$ cat config.mk
export PLATFORM = sky130hd
export DESIGN_NAME = altcmp_pwm
export DESIGN_NICKNAME = d
export VERILOG_FILES = /design/src/rtl/altcmp_pkg.sv /design/src/rtl/altcmp_cfg.sv /design/src/rtl/altcmp_core.sv /design/src/rtl/altcmp_pwm.sv
export SDC_FILE = /design/constraint.sdc
export NUM_CORES = 1
export LEC_CHECK = 0
export ABC_AREA = 1
export BUFFER_PORTS_ARGS = -buffer_cell sky130_fd_sc_hd__buf_4
export CORE_MARGIN = 2
export CORE_UTILIZATION = 65
export DETAILED_ROUTE_END_ITERATION = 8
export HOLD_SLACK_MARGIN = 0.05
export PLACE_DENSITY_LB_ADDON = 0.15
export RECOVER_POWER = 25
export SYNTH_ARGS = -nofsm -noshare
export SYNTH_HDL_FRONTEND = slang
export SYNTH_SLANG_ARGS = --single-unit
$ cat constraint.sdc
create_clock -name clk -period 6.2 [get_ports clk]
set_input_delay 0.93 -clock clk [delete_from_list [all_inputs] [get_ports clk]]
set_output_delay 0.93 -clock clk [all_outputs]
set_load 0.005 [all_outputs]
$ cat src/rtl/altcmp_pkg.sv
package altcmp_pkg;

    localparam int REG_AW = 4;

    localparam logic [REG_AW-1:0] A_CMPA  = 4'd0;
    localparam logic [REG_AW-1:0] A_CMPB  = 4'd1;
    localparam logic [REG_AW-1:0] A_PREA  = 4'd2;
    localparam logic [REG_AW-1:0] A_PREB  = 4'd3;
    localparam logic [REG_AW-1:0] A_LOAD  = 4'd4;
    localparam logic [REG_AW-1:0] A_CNT   = 4'd5;
    localparam logic [REG_AW-1:0] A_CTRL  = 4'd6;
    localparam logic [REG_AW-1:0] A_OUTC  = 4'd7;
    localparam logic [REG_AW-1:0] A_IEN   = 4'd8;
    localparam logic [REG_AW-1:0] A_FLAGS = 4'd9;
    localparam logic [REG_AW-1:0] A_IDLE  = 4'd10;

    localparam int NFLAG = 4;
    localparam int F_CMP = 0;
    localparam int F_OVF = 1;
    localparam int F_CA  = 2;
    localparam int F_CB  = 3;

    typedef enum logic [1:0] {
        OM_HOLD   = 2'd0,
        OM_CLEAR  = 2'd1,
        OM_SET    = 2'd2,
        OM_TOGGLE = 2'd3
    } omode_e;

    // control word: [1:0] mode, [2] reload, [3] down, [5:4] output mode
    typedef struct packed {
        omode_e     omode;
        logic       down;
        logic       len;
        logic [1:0] mode;
    } ctrl_t;

    // pin control: [0] enable, [1] invert, [2] force value
    typedef struct packed {
        logic fval;
        logic inv;
        logic oen;
    } outc_t;

endpackage

$ cat src/rtl/altcmp_cfg.sv
module altcmp_cfg
    import altcmp_pkg::*;
(
    input  logic             clk,
    input  logic             rst_n,
    input  logic             ctrl_we,
    input  logic             outc_we,
    input  logic             ien_we,
    input  logic             idle_stb,
    input  logic [5:0]       wd,
    output ctrl_t            ctrl_o,
    output outc_t            outc_o,
    output logic [NFLAG-1:0] ien_o
);

    typedef struct packed {
        ctrl_t            ctrl;
        outc_t            outc;
        logic [NFLAG-1:0] ien;
    } cfg_st;

    cfg_st cfg_d, cfg_q;

    always_comb begin
        cfg_d = cfg_q;
        if (ctrl_we) cfg_d.ctrl = ctrl_t'(wd);
        if (outc_we) cfg_d.outc = outc_t'(wd[2:0]);
        if (ien_we)  cfg_d.ien  = wd[NFLAG-1:0];
        // parking the channel always stops counting
        if (idle_stb) cfg_d.ctrl.mode = 2'd0;
    end

    always_ff @(posedge clk or negedge rst_n) begin
        if (!rst_n) cfg_q <= '0;
        else        cfg_q <= cfg_d;
    end

    assign ctrl_o = cfg_q.ctrl;
    assign outc_o = cfg_q.outc;
    assign ien_o  = cfg_q.ien;

endmodule

$ cat src/rtl/altcmp_core.sv
module altcmp_core
    import altcmp_pkg::*;
#(
    parameter int CW = 16
) (
    input  logic             clk,
    input  logic             rst_n,
    input  logic             tick,
    input  ctrl_t            ctrl,
    input  logic             we_cmpa,
    input  logic             we_cmpb,
    input  logic             we_prea,
    input  logic             we_preb,
    input  logic             we_load,
    input  logic             we_cnt,
    input  logic [CW-1:0]    wd,
    input  logic [NFLAG-1:0] flag_clr,
    input  logic             force_stb,
    input  logic             force_val,
    input  logic             idle_stb,
    input  logic             idle_val,
    output logic [CW-1:0]    cnt_o,
    output logic [CW-1:0]    cmpa_o,
    output logic [CW-1:0]    cmpb_o,
    output logic [CW-1:0]    prea_o,
    output logic [CW-1:0]    preb_o,
    output logic [CW-1:0]    load_o,
    output logic             oflag_o,
    output logic [NFLAG-1:0] flags_o,
    output logic             hit_o
);

    localparam logic [CW-1:0] CNT_MAX = {CW{1'b1}};

    typedef struct packed {
        logic [CW-1:0]    cnt;
        logic [CW-1:0]    cmpa;
        logic [CW-1:0]    cmpb;
        logic [CW-1:0]    prea;
        logic [CW-1:0]    preb;
        logic [CW-1:0]    load;
        logic             oflag;
        logic             sel;
        logic [NFLAG-1:0] flags;
    } core_st;

    core_st st_d, st_q;

    logic          adv, tgl, use_b, hit, hit_a, hit_b, at_end, wrap;
    logic [CW-1:0] act;
    logic [NFLAG-1:0] ev;

    always_comb begin
        adv    = tick && (ctrl.mode != 2'd0);
        tgl    = (ctrl.omode == OM_TOGGLE);
        use_b  = tgl ? st_q.sel : ctrl.down;
        act    = use_b ? st_q.cmpb : st_q.cmpa;
        hit    = adv && (st_q.cnt == act);
        hit_a  = hit && !use_b;
        hit_b  = hit && use_b;
        at_end = ctrl.down ? (st_q.cnt == '0) : (st_q.cnt == CNT_MAX);
        wrap   = adv && at_end && !(hit && ctrl.len);

        ev        = '0;
        ev[F_CMP] = hit;
        ev[F_OVF] = wrap;
        ev[F_CA]  = hit_a;
        ev[F_CB]  = hit_b;

        st_d = st_q;

        if (adv) begin
            if (hit && ctrl.len) st_d.cnt = st_q.load;
            else if (ctrl.down)  st_d.cnt = st_q.cnt - 1'b1;
            else                 st_d.cnt = st_q.cnt + 1'b1;
        end

        // cross-triggered preload
        if (hit_a) st_d.cmpb = st_q.preb;
        if (hit_b) st_d.cmpa = st_q.prea;

        if (hit) begin
            unique case (ctrl.omode)
                OM_CLEAR:  st_d.oflag = 1'b0;
                OM_SET:    st_d.oflag = 1'b1;
                OM_TOGGLE: begin
                    st_d.oflag = !st_q.oflag;
                    st_d.sel   = !st_q.sel;
                end
                default:   st_d.oflag = st_q.oflag;
            endcase
        end

        // set beats clear
        st_d.flags = (st_q.flags & ~flag_clr) | ev;

        // bus writes take precedence over hardware updates
        if (we_cmpa) st_d.cmpa = wd;
        if (we_cmpb) st_d.cmpb = wd;
        if (we_prea) st_d.prea = wd;
        if (we_preb) st_d.preb = wd;
        if (we_load) st_d.load = wd;
        if (we_cnt)  st_d.cnt  = wd;

        if (force_stb) begin
            st_d.oflag = force_val;
            st_d.sel   = force_val;
        end

        if (idle_stb) begin
            st_d.cnt   = '0;
            st_d.oflag = idle_val;
            st_d.sel   = idle_val;
        end
    end

    always_ff @(posedge clk or negedge rst_n) begin
        if (!rst_n) st_q <= '0;
        else        st_q <= st_d;
    end

    assign cnt_o   = st_q.cnt;
    assign cmpa_o  = st_q.cmpa;
    assign cmpb_o  = st_q.cmpb;
    assign prea_o  = st_q.prea;
    assign preb_o  = st_q.preb;
    assign load_o  = st_q.load;
    assign oflag_o = st_q.oflag;
    assign flags_o = st_q.flags;
    assign hit_o   = hit;

endmodule

$ cat src/rtl/altcmp_pwm.sv
module altcmp_pwm
    import altcmp_pkg::*;
#(
    parameter int CW = 16
) (
    input  logic              clk,
    input  logic              rst_n,
    input  logic              wr_en,
    input  logic [REG_AW-1:0] wr_addr,
    input  logic [CW-1:0]     wr_data,
    input  logic [REG_AW-1:0] rd_addr,
    output logic [CW-1:0]     rd_data,
    input  logic              tick_in,
    output logic              pin_out,
    output logic              pin_oe,
    output logic              irq
);

    localparam int NREG = 1 << REG_AW;

    logic [NREG-1:0]  wdec;
    ctrl_t            cfg_ctrl;
    outc_t            cfg_outc;
    logic [NFLAG-1:0] cfg_ien;
    logic [CW-1:0]    core_cnt, core_cmpa, core_cmpb, core_prea, core_preb, core_load;
    logic             core_flag, core_hit;
    logic [NFLAG-1:0] core_flags;
    logic             force_stb, idle_stb, idle_val;
    logic [NFLAG-1:0] flag_clr;

    for (genvar gi = 0; gi < NREG; gi++) begin : g_wdec
        assign wdec[gi] = wr_en && (wr_addr == REG_AW'(gi));
    end

    assign force_stb = wdec[A_OUTC] && wr_data[3];
    assign idle_stb  = wdec[A_IDLE];
    assign idle_val  = wr_data[0] ^ cfg_outc.inv;
    assign flag_clr  = wdec[A_FLAGS] ? wr_data[NFLAG-1:0] : '0;

    altcmp_cfg u_cfg (
        .clk      (clk),
        .rst_n    (rst_n),
        .ctrl_we  (wdec[A_CTRL]),
        .outc_we  (wdec[A_OUTC]),
        .ien_we   (wdec[A_IEN]),
        .idle_stb (idle_stb),
        .wd       (wr_data[5:0]),
        .ctrl_o   (cfg_ctrl),
        .outc_o   (cfg_outc),
        .ien_o    (cfg_ien)
    );

    altcmp_core #(.CW(CW)) u_core (
        .clk       (clk),
        .rst_n     (rst_n),
        .tick      (tick_in),
        .ctrl      (cfg_ctrl),
        .we_cmpa   (wdec[A_CMPA]),
        .we_cmpb   (wdec[A_CMPB]),
        .we_prea   (wdec[A_PREA]),
        .we_preb   (wdec[A_PREB]),
        .we_load   (wdec[A_LOAD]),
        .we_cnt    (wdec[A_CNT]),
        .wd        (wr_data),
        .flag_clr  (flag_clr),
        .force_stb (force_stb),
        .force_val (wr_data[2]),
        .idle_stb  (idle_stb),
        .idle_val  (idle_val),
        .cnt_o     (core_cnt),
        .cmpa_o    (core_cmpa),
        .cmpb_o    (core_cmpb),
        .prea_o    (core_prea),
        .preb_o    (core_preb),
        .load_o    (core_load),
        .oflag_o   (core_flag),
        .flags_o   (core_flags),
        .hit_o     (core_hit)
    );

    always_comb begin
        unique case (rd_addr)
            A_CMPA:  rd_data = core_cmpa;
            A_CMPB:  rd_data = core_cmpb;
            A_PREA:  rd_data = core_prea;
            A_PREB:  rd_data = core_preb;
            A_LOAD:  rd_data = core_load;
            A_CNT:   rd_data = core_cnt;
            A_CTRL:  rd_data = CW'(cfg_ctrl);
            A_OUTC:  rd_data = CW'(cfg_outc);
            A_IEN:   rd_data = CW'(cfg_ien);
            A_FLAGS: rd_data = CW'(core_flags);
            default: rd_data = '0;
        endcase
    end

    assign pin_oe  = cfg_outc.oen;
    assign pin_out = cfg_outc.oen && (core_flag ^ cfg_outc.inv);
    assign irq     = |(core_flags & cfg_ien);

endmodule

# Word level (Yosys, flattened, before mapping)
# Cells that the tools add are included.
word_totals:
  n_memories: 0
  ram_bits: 0
  latchBits: 0
  elab_cells: 108
  romBits: 0
  input_bits: 28
  output_inout_bits: 19
  ff_bits: 115
classes:
  reduce_logical: 38
  shifts: 0
  bitwise_logic: 6
  n_eq_ne: 24
  n_mul: 0
  n_div: 0
  addsub: 2
  order_cmp: 0
  mux: 21
ops:
  columns: ["operator", "count"]
  rows:
  - ["16-bit 2-to-1 mux", 10]
  - ["16-bit one-hot mux with 10 select lines", 1]
  - ["4-bit by 3-bit == test with 1-bit output, second input constant", 8]
  - ["4-bit == test, second input constant", 5]
  - ["1-bit logical AND", 20]
  - ["16-bit by 1-bit adder with 16-bit output, second input constant", 1]
  - ["16-bit == test", 1]
  - ["16-bit == test, second input constant", 1]
  - ["4-bit by 2-bit == test with 1-bit output, second input constant", 4]
  - ["16-bit zero test", 1]
  - ["16-bit by 1-bit subtractor with 16-bit output, second input constant", 1]
  - ["2-bit 2-to-1 mux", 5]
  - ["3-bit nonzero test", 3]
  - ["4-bit bitwise AND", 2]
  - ["4-bit by 1-bit == test with 1-bit output, second input constant", 2]
  - ["4-bit zero test", 2]
  - ["2-bit nonzero test", 4]
  - ["5-bit nonzero test", 1]
  - ["2-bit == test, second input constant", 2]
  - ["1-bit zero test", 4]
  - ["4-bit 2-to-1 mux", 1]
  - ["4-bit inverter", 1]
  - ["4-bit OR", 1]
  - ["2-bit AND reduction", 2]
  - ["other kinds (5)", 8]

# Logic depth before layout (Yosys ltp)
# Gate-level depths: netlist of run 1.
depth:
  ltp_word: 10
  mapped_depth: 19
  mapped_depth_nobuf: 18

# Cells and area by module
# From an unflattened synthesis of run 1, not the netlist that was laid out.
unflattened:
  hier_cells: 1310
  hier_area_um2: 8732.1
modules_own_cells:
  columns: ["module", "cells_per_inst", "seq_area_each_um2", "instances", "area_each_um2"]
  rows:
  - ["altcmp_core", 960, 2552.4, 1, 6970.4]
  - ["altcmp_pwm", 295, 0.0, 1, 1255.0]
  - ["altcmp_cfg", 55, 325.3, 1, 506.7]

# Worst setup path after synthesis of run 1
# Ideal clock, no wire load.
synth_timing:
  path_type: "input-to-output"
  from: "in rd_addr[0]"
  to: "out rd_data[0]"
  n_path_buf: 1
  stages: 8
  t_required_ns: 5.270
  t_arrival_ns: 1.990
  slack_ns: 3.280
  cell_sequence: "nor2_1 > inv_1 > nor2_1 > clkbuf_1 > nand2_1 > o21ai_0 > a21oi_1 > o2111ai_1"
synth_between:
  elab_chain_cells: 2
  elab_cells_between_ends: 11
  classes_between: "eq/ne: 9; mux: 1; reduce/logical: 1"
synth_rtl:
  columns: ["item", "line_no", "rtl"]
  rows:
  - ["start: declaration", "altcmp_pwm.sv:11", "input logic [REG_AW-1:0] rd_addr,"]
  - ["4-bit == test, or another cell as far along", "altcmp_pwm.sv:82", "unique case (rd_addr)"]
  - ["16-bit one-hot mux with 10 select lines (*)", "altcmp_pwm.sv:82", null]
  - ["end: declaration", "altcmp_pwm.sv:12", "output logic [CW-1:0] rd_data,"]
# Mark *: on every way between the ends. The rest lies on a longest branch, timed or not.

==> results of run 1 <==
## final cells by class
cell class / count / area (um2) / area share
repair buffers: 55 / 409.1 / 0.04939
inverters: 130 / 488.0 / 0.05890
clock buffers: 22 / 484.2 / 0.05845
well taps: 140 / 175.2 / 0.02114
clock inverters: 10 / 105.1 / 0.01269
flip-flops and latches: 115 / 2878 / 0.3474
multi-input cells: 758 / 3745 / 0.4520
## power breakdown
group | switching [mW] | leakage (nW) | internal, mW
sequential | 0.226 | 1.45 | 0.944
combinational | 0.741 | 2.45 | 0.453
clock | 0.342 | 0.291 | 0.628
## final timing paths
path / startpoint / endpoint / slack [ns] / depth (start not counted)
worst max-delay path: rst_n / u_core.cnt_o[12]$_DFFE_PN0P_ / 2.32 / 2
worst min-delay path: u_cfg.ien_o[2]$_DFFE_PN0P_ / u_cfg.ien_o[2]$_DFFE_PN0P_ / 0.49 / 2
worst max register to register: u_cfg.ctrl_o[3]$_DFFE_PN0P_ / u_core.cmpb_o[2]$_DFFE_PN0P_ / 2.48 / 14
worst min register to register: u_cfg.ien_o[2]$_DFFE_PN0P_ / u_cfg.ien_o[2]$_DFFE_PN0P_ / 0.49 / 2
max in group clk: u_cfg.ctrl_o[3]$_DFFE_PN0P_ / u_core.cmpb_o[2]$_DFFE_PN0P_ / 2.48 / 14
min in group asynchronous: rst_n / u_core.prea_o[1]$_DFFE_PN0P_ / 1.76 / 1
## flip-flops by register name, indices dropped and copies added, names as in the netlist
register / count
u_core.prea_o: 16
u_cfg.outc_o: 3
u_core.cmpa_o: 16
u_core.preb_o: 16
u_core.st_q: 1
u_cfg.ctrl_o: 6
u_core.cnt_o: 16
u_core.load_o: 16
u_core.oflag_o: 1
u_core.flags_o: 4
u_cfg.ien_o: 4
u_core.cmpb_o: 16
## synthesized netlist by cell type
library cell / count / area [um2]
o21a_1: 2 / 15.01
nand4_2: 1 / 12.51
o221ai_1: 11 / 96.34
a31oi_1: 2 / 12.51
buf_4: 5 / 37.54
xnor2_1: 7 / 61.31
inv_2: 2 / 7.510
nand3_1: 88 / 440.4
o211ai_1: 2 / 15.01
fa_1: 1 / 20.02
nor3_1: 6 / 30.03
nor2_2: 2 / 12.51
o21bai_1: 2 / 15.01
inv_1: 128 / 480.5
a32o_1: 1 / 10.01
nand4_1: 12 / 75.07
nor2_4: 1 / 11.26
o41ai_1: 2 / 17.52
nand2_2: 3 / 18.77
nand2_1: 323 / 1212
buf_2: 8 / 40.04
xor2_1: 9 / 78.83
dfrtp_1: 115 / 2878
nand2_4: 2 / 22.52
o21ai_0: 122 / 610.6
buf_6: 4 / 45.04
a21oi_1: 43 / 215.2
a221oi_1: 13 / 113.9
ha_1: 16 / 200.2
nor2_1: 39 / 146.4
o21ai_1: 31 / 155.2
o2111ai_1: 6 / 52.55
a21o_1: 2 / 15.01
o22ai_1: 7 / 43.79
o32ai_1: 1 / 8.760
nor4_1: 1 / 6.260
clkbuf_1: 26 / 97.59
## routing by layer
layer,part of all wire,up-vias,track usage
met5,0,-,0
met4,0.024,0,0.1509
met3,0.12,55,0.06937
met2,0.44,506,0.5535
met1,0.42,3496,0.5601
li1,-,3534,-
## kinds of logic (layout without fill, tap and decap cells)
group	count (synthesis)	count (layout)	synth area share
buffers and inverters	173	217	0.09660
XOR/XNOR	16	16	0.01912
AO/OA/AOI/OAI	247	247	0.1905
AND/OR/NAND/NOR	478	478	0.2712
flip-flops	115	115	0.3926
adder cells (fa/ha/maj)	17	17	0.03004
==> results.toml, run 1 <==
[global_route]
grt_max_degree = 67
grt_pass1_vias = 6913
overflow = 0
antenna_found_initial = 0
grt_pass1_wl_um = 34760
grtUsageTotal = 0.3793

[min_path]
min_path_type = "reg -> reg"

[clocking]
clock_path_buffers = 2
cts_sinks = 115
htree_levels = 4
insertion_delay_ns = 0.42
path_clk_slew_ns = 0.05
cts_tree = "built"
cts_resized = 0
numCtsBuffers = 17
root_buffer = "clkbuf_16"
hold_buffers = 0
cts_setup_buffers = 0

[floorplanning]
io_pins = 47
dieWidth_um = 110.2
initial_core_util = 0.6704
core_mm2 = 0.01094
num_rows = 38
die_h_um = 110.2
dieArea_mm2 = 0.01214

[sta]
period_needed_ns = 3.884
setup_tns_ns = 0
slew_viol_final = 67
fin_hold_ws_ns = 0.4895
rsz0062_at_grt = "false"
final-setup-viol-count = 0
hold_viol_final = 0
timing.fmax_mhz = 257.5
period_share = 0.6265
skew_ns = 0.007503
max_slew.worst_pin.slew_ns = 3.646
max_slew_margin = -1.431
fin_ws_ns = 2.316

[setup_path]
worstSetupPathType = "in -> async"
path_cells = "clkbuf_1 > buf_4"
path_max_fanout = 66
arrival_ns = 4.37
path_buf_inv = 2
start_kind = "input port"
slowest_stage = "clkbuf_1"
end_kind = "async pin"
cpLargestDelayFamily = "buffers and inverters"
crit_required_ns = 6.69
cpPeakStageDelay_ns = 2.52

[final_layout]
syn_to_final_growth_pct = 13.01
drive_above_1_share = 0.08807
final_cell_mix = "323 x nand2_1, 128 x inv_1, 122 x o21ai_0, 115 x dfrtp_1, 88 x nand3_1"
fin_nets = 1122
antenna-diode-count = 0
stdcell_count = 1230
n_fill_cell = 856
mostFrequentLayoutCell = "nand2_1"
final_core_util = 0.7576
final_cell_area_mm2 = 0.008284

[logic_synthesis]
synth_area_mm2 = 0.007331
syn-num-nets = 1091
syn_area_per_cell_um2 = 7.008
seq_area_frac_synth = 0.3926
syn_inst = 1046
ys_types = 37
ys.warnings.count = 0
ys_ff_latch = 115

[place]
dpl-instance-area_mm2 = 0.007699
dp_slack_ns = 2.636
dpl.hpwl_um = 14930
place_inst = 1198
portBuffers = 46
gp_congestion = 0.9819

[pwr]
ir_worst_vdd_v = 0.0002711
powerDensity_mw_per_mm2 = 402.6
power.leakage_nw = 4.186
p_total_mw = 3.335

[outcome]
violations = "capacitance limit, slew limit"
run_status = "finished, violations left"

[drt]
dr_total_vias = 7591
antenna_left = 0
drc_errors = 0
drt_pass1_iterations = 6
vias_per_cell = 6.172
drt_wl_total_um = 21840
drt_iter0_markers = 1119
wl_per_cell_um = 17.75

[job]
maxCapViolCount = 1
Power figures use the tool's default switching activity.
==> run 2: changes to the inputs <==
--- a/config.mk
+++ b/config.mk
@@ -8,7 +8,7 @@
 export ABC_AREA = 1
 export BUFFER_PORTS_ARGS = -buffer_cell sky130_fd_sc_hd__buf_4
 export CORE_MARGIN = 2
-export CORE_UTILIZATION = 65
+export CORE_UTILIZATION = 56
 export DETAILED_ROUTE_END_ITERATION = 8
 export HOLD_SLACK_MARGIN = 0.05
 export PLACE_DENSITY_LB_ADDON = 0.15
==> constraint.sdc (replaced) <==
create_clock -name clk -period 3.25 [get_ports clk]
set_input_delay 0.4875 -clock clk [delete_from_list [all_inputs] [get_ports clk]]
set_output_delay 0.4875 -clock clk [all_outputs]
set_load 0.005 [all_outputs]
==> run 2 against run 1 <==
Effect of this change: the flow still finishes with violations (capacitance limit, slew limit); total power rose by 94%; critical path type is now reg -> reg; setup slack got worse by 1.9 ns; flip-flop and latch count unchanged; utilization decreased by 9.6 points; non-clock buffer count is 6 higher; register-to-register slack worse by 2.1 ns; critical path depth is 12 higher; clock power is 99% higher; cell count increased by 3.0%.
==> results.toml, run 2 (synthesized netlist as in run 1, its figures left out) <==
[clocking]
cts_resized = 0
hold_buffers = 0
insertion_delay_ns = 0.42
path_clk_slew_ns = 0.06
clock_path_buffers = 2
cts_tree = "built"
root_buffer = "clkbuf_16"
numCtsBuffers = 17
htree_levels = 4
cts_sinks = 115
cts_setup_buffers = 0

[setup_path]
worstSetupPathType = "reg -> reg"
r2r-start = "u_cfg.ctrl_o[5]$_DFFE_PN0P_"
r2r_slack_ns = 0.39
arrival_ns = 3.17
timing.rr.end = "u_core.cnt_o[7]$_DFFE_PN0P_"
start_kind = "flip-flop"
path_max_fanout = 24
end_kind = "flip-flop"
setup.worst_path.start = "u_cfg.ctrl_o[5]$_DFFE_PN0P_"
crit_required_ns = 3.56
ff2ff_path_depth = 14

[floorplanning]
initial_core_util = 0.5762
dieWidth_um = 118.4
num_rows = 41
core_mm2 = 0.01272
dieArea_mm2 = 0.01402
io_pins = 47
die_h_um = 118.4

[drt]
drc_errors = 0
drt_wl_total_um = 22220
drt_pass1_iterations = 8
vias_per_cell = 5.848
drt_iter0_markers = 943
dr_total_vias = 7409
antenna_left = 0
wl_per_cell_um = 17.54

[sta]
fin_hold_ws_ns = 0.3214
max_slew_margin = -0.5801
setup_tns_ns = 0
timing.fmax_mhz = 350.2
rsz0062_at_grt = "false"
slew_viol_final = 44
period_needed_ns = 2.856
hold_viol_final = 0
final-setup-viol-count = 0
max_slew.worst_pin.slew_ns = 2.370
period_share = 0.8787
skew_ns = 0.007224

[place]
gp_congestion = 0.9577
place_inst = 1236
dpl.hpwl_um = 15880
portBuffers = 46

[pwr]
powerDensity_mw_per_mm2 = 767.5
p_total_mw = 6.460
power.leakage_nw = 4.217
ir_worst_vdd_v = 0.0005338

[global_route]
antenna_found_initial = 0
overflow = 0
grtUsageTotal = 0.3340
grt_max_degree = 73
grt_pass1_vias = 6999
grt_pass1_wl_um = 36640

[outcome]
run_status = "finished, violations left"
violations = "capacitance limit, slew limit"

[final_layout]
antenna-diode-count = 0
drive_above_1_share = 0.09224
stdcell_count = 1267
fin_nets = 1128
final_core_util = 0.6616
mostFrequentLayoutCell = "nand2_1"
syn_to_final_growth_pct = 14.81
n_fill_cell = 1194
final_cell_mix = "323 x nand2_1, 128 x inv_1, 122 x o21ai_0, 115 x dfrtp_1, 88 x nand3_1"

[min_path]
worstHoldStart = "wr_data[0]"
min_to = "u_cfg.outc_o[0]$_DFFE_PN0P_"
whs_path_depth = 3
min_path_type = "in -> reg"

[job]
maxCapViolCount = 1
run 2: cell types whose count changed in the layout (fill, tap and decap cells not counted), sizes merged:
cell	delta
bufinv	+1
clkinvlp	+2
clkinv	-2
buf	+5
clkbuf	-1
run 2: cell type report:
class	count	area (um2)	area share
sequential	115	2878	0.3419
inverter	130	488.0	0.05798
timing repair buffer	61	479.2	0.05693
multi-input combinational	758	3745	0.4449
clock buffer	20	456.7	0.05426
tap	172	215.2	0.02557
clock inverter	11	155.1	0.01843
run 2: how the worst max path moves through the flow:
stage | endpoint | slack (ns) | cells past startpoint
global placement | rd_data[3] | 0.55 | 8
floorplan | u_core.cnt_o[12]$_DFFE_PN0P_ | 0.88 | 12
detailed placement | u_core.cnt_o[7]$_DFFE_PN0P_ | 0.45 | 14
CTS | u_core.cnt_o[7]$_DFFE_PN0P_ | 0.45 | 14
finish | u_core.cnt_o[7]$_DFFE_PN0P_ | 0.39 | 14
global route | u_core.cnt_o[7]$_DFFE_PN0P_ | 0.09 | 14
run 2: per-layer routing:
metal	up-vias	wire, um	GRT usage
met3	45	2333	0.08253
met4	0	399	0.1131
met1	3460	9978	0.4973
met2	361	9508	0.4736
li1	3543	-	-
met5	-	0	0
run 2: metrics by stage:
step                      setup WS (ns)  instance area [um2]
after global placement           0.5537                 7809
after global routing            0.09089                 8417
after CTS                        0.4509                 8421
after floorplan                  0.8802                 7331
final                            0.3941                 8417
after detailed placement         0.4542                 7809
run 2: power breakdown:
group / switching [mW] / total (mW) / internal, mW
logic: 1.42 / 2.29 / 0.872
registers: 0.432 / 2.23 / 1.80
clock network: 0.690 / 1.93 / 1.24
total: 2.54 / 6.46 / 3.92
run 2: critical path: stages, from the launching register on:
cell and delay [ns]:
dfrtp_1 0.42, ha_1 0.27, nand2_2 0.27, nand2_4 0.33, nand2_1 0.12, o21ai_1 0.09, nand2_1 0.07, nand2_1 0.07
nand2_1 0.06, nor2_2 0.14, nand4_2 0.44, nand2_1 0.23, nand3_1 0.09, nand2_1 0.08, nand2_1 0.05
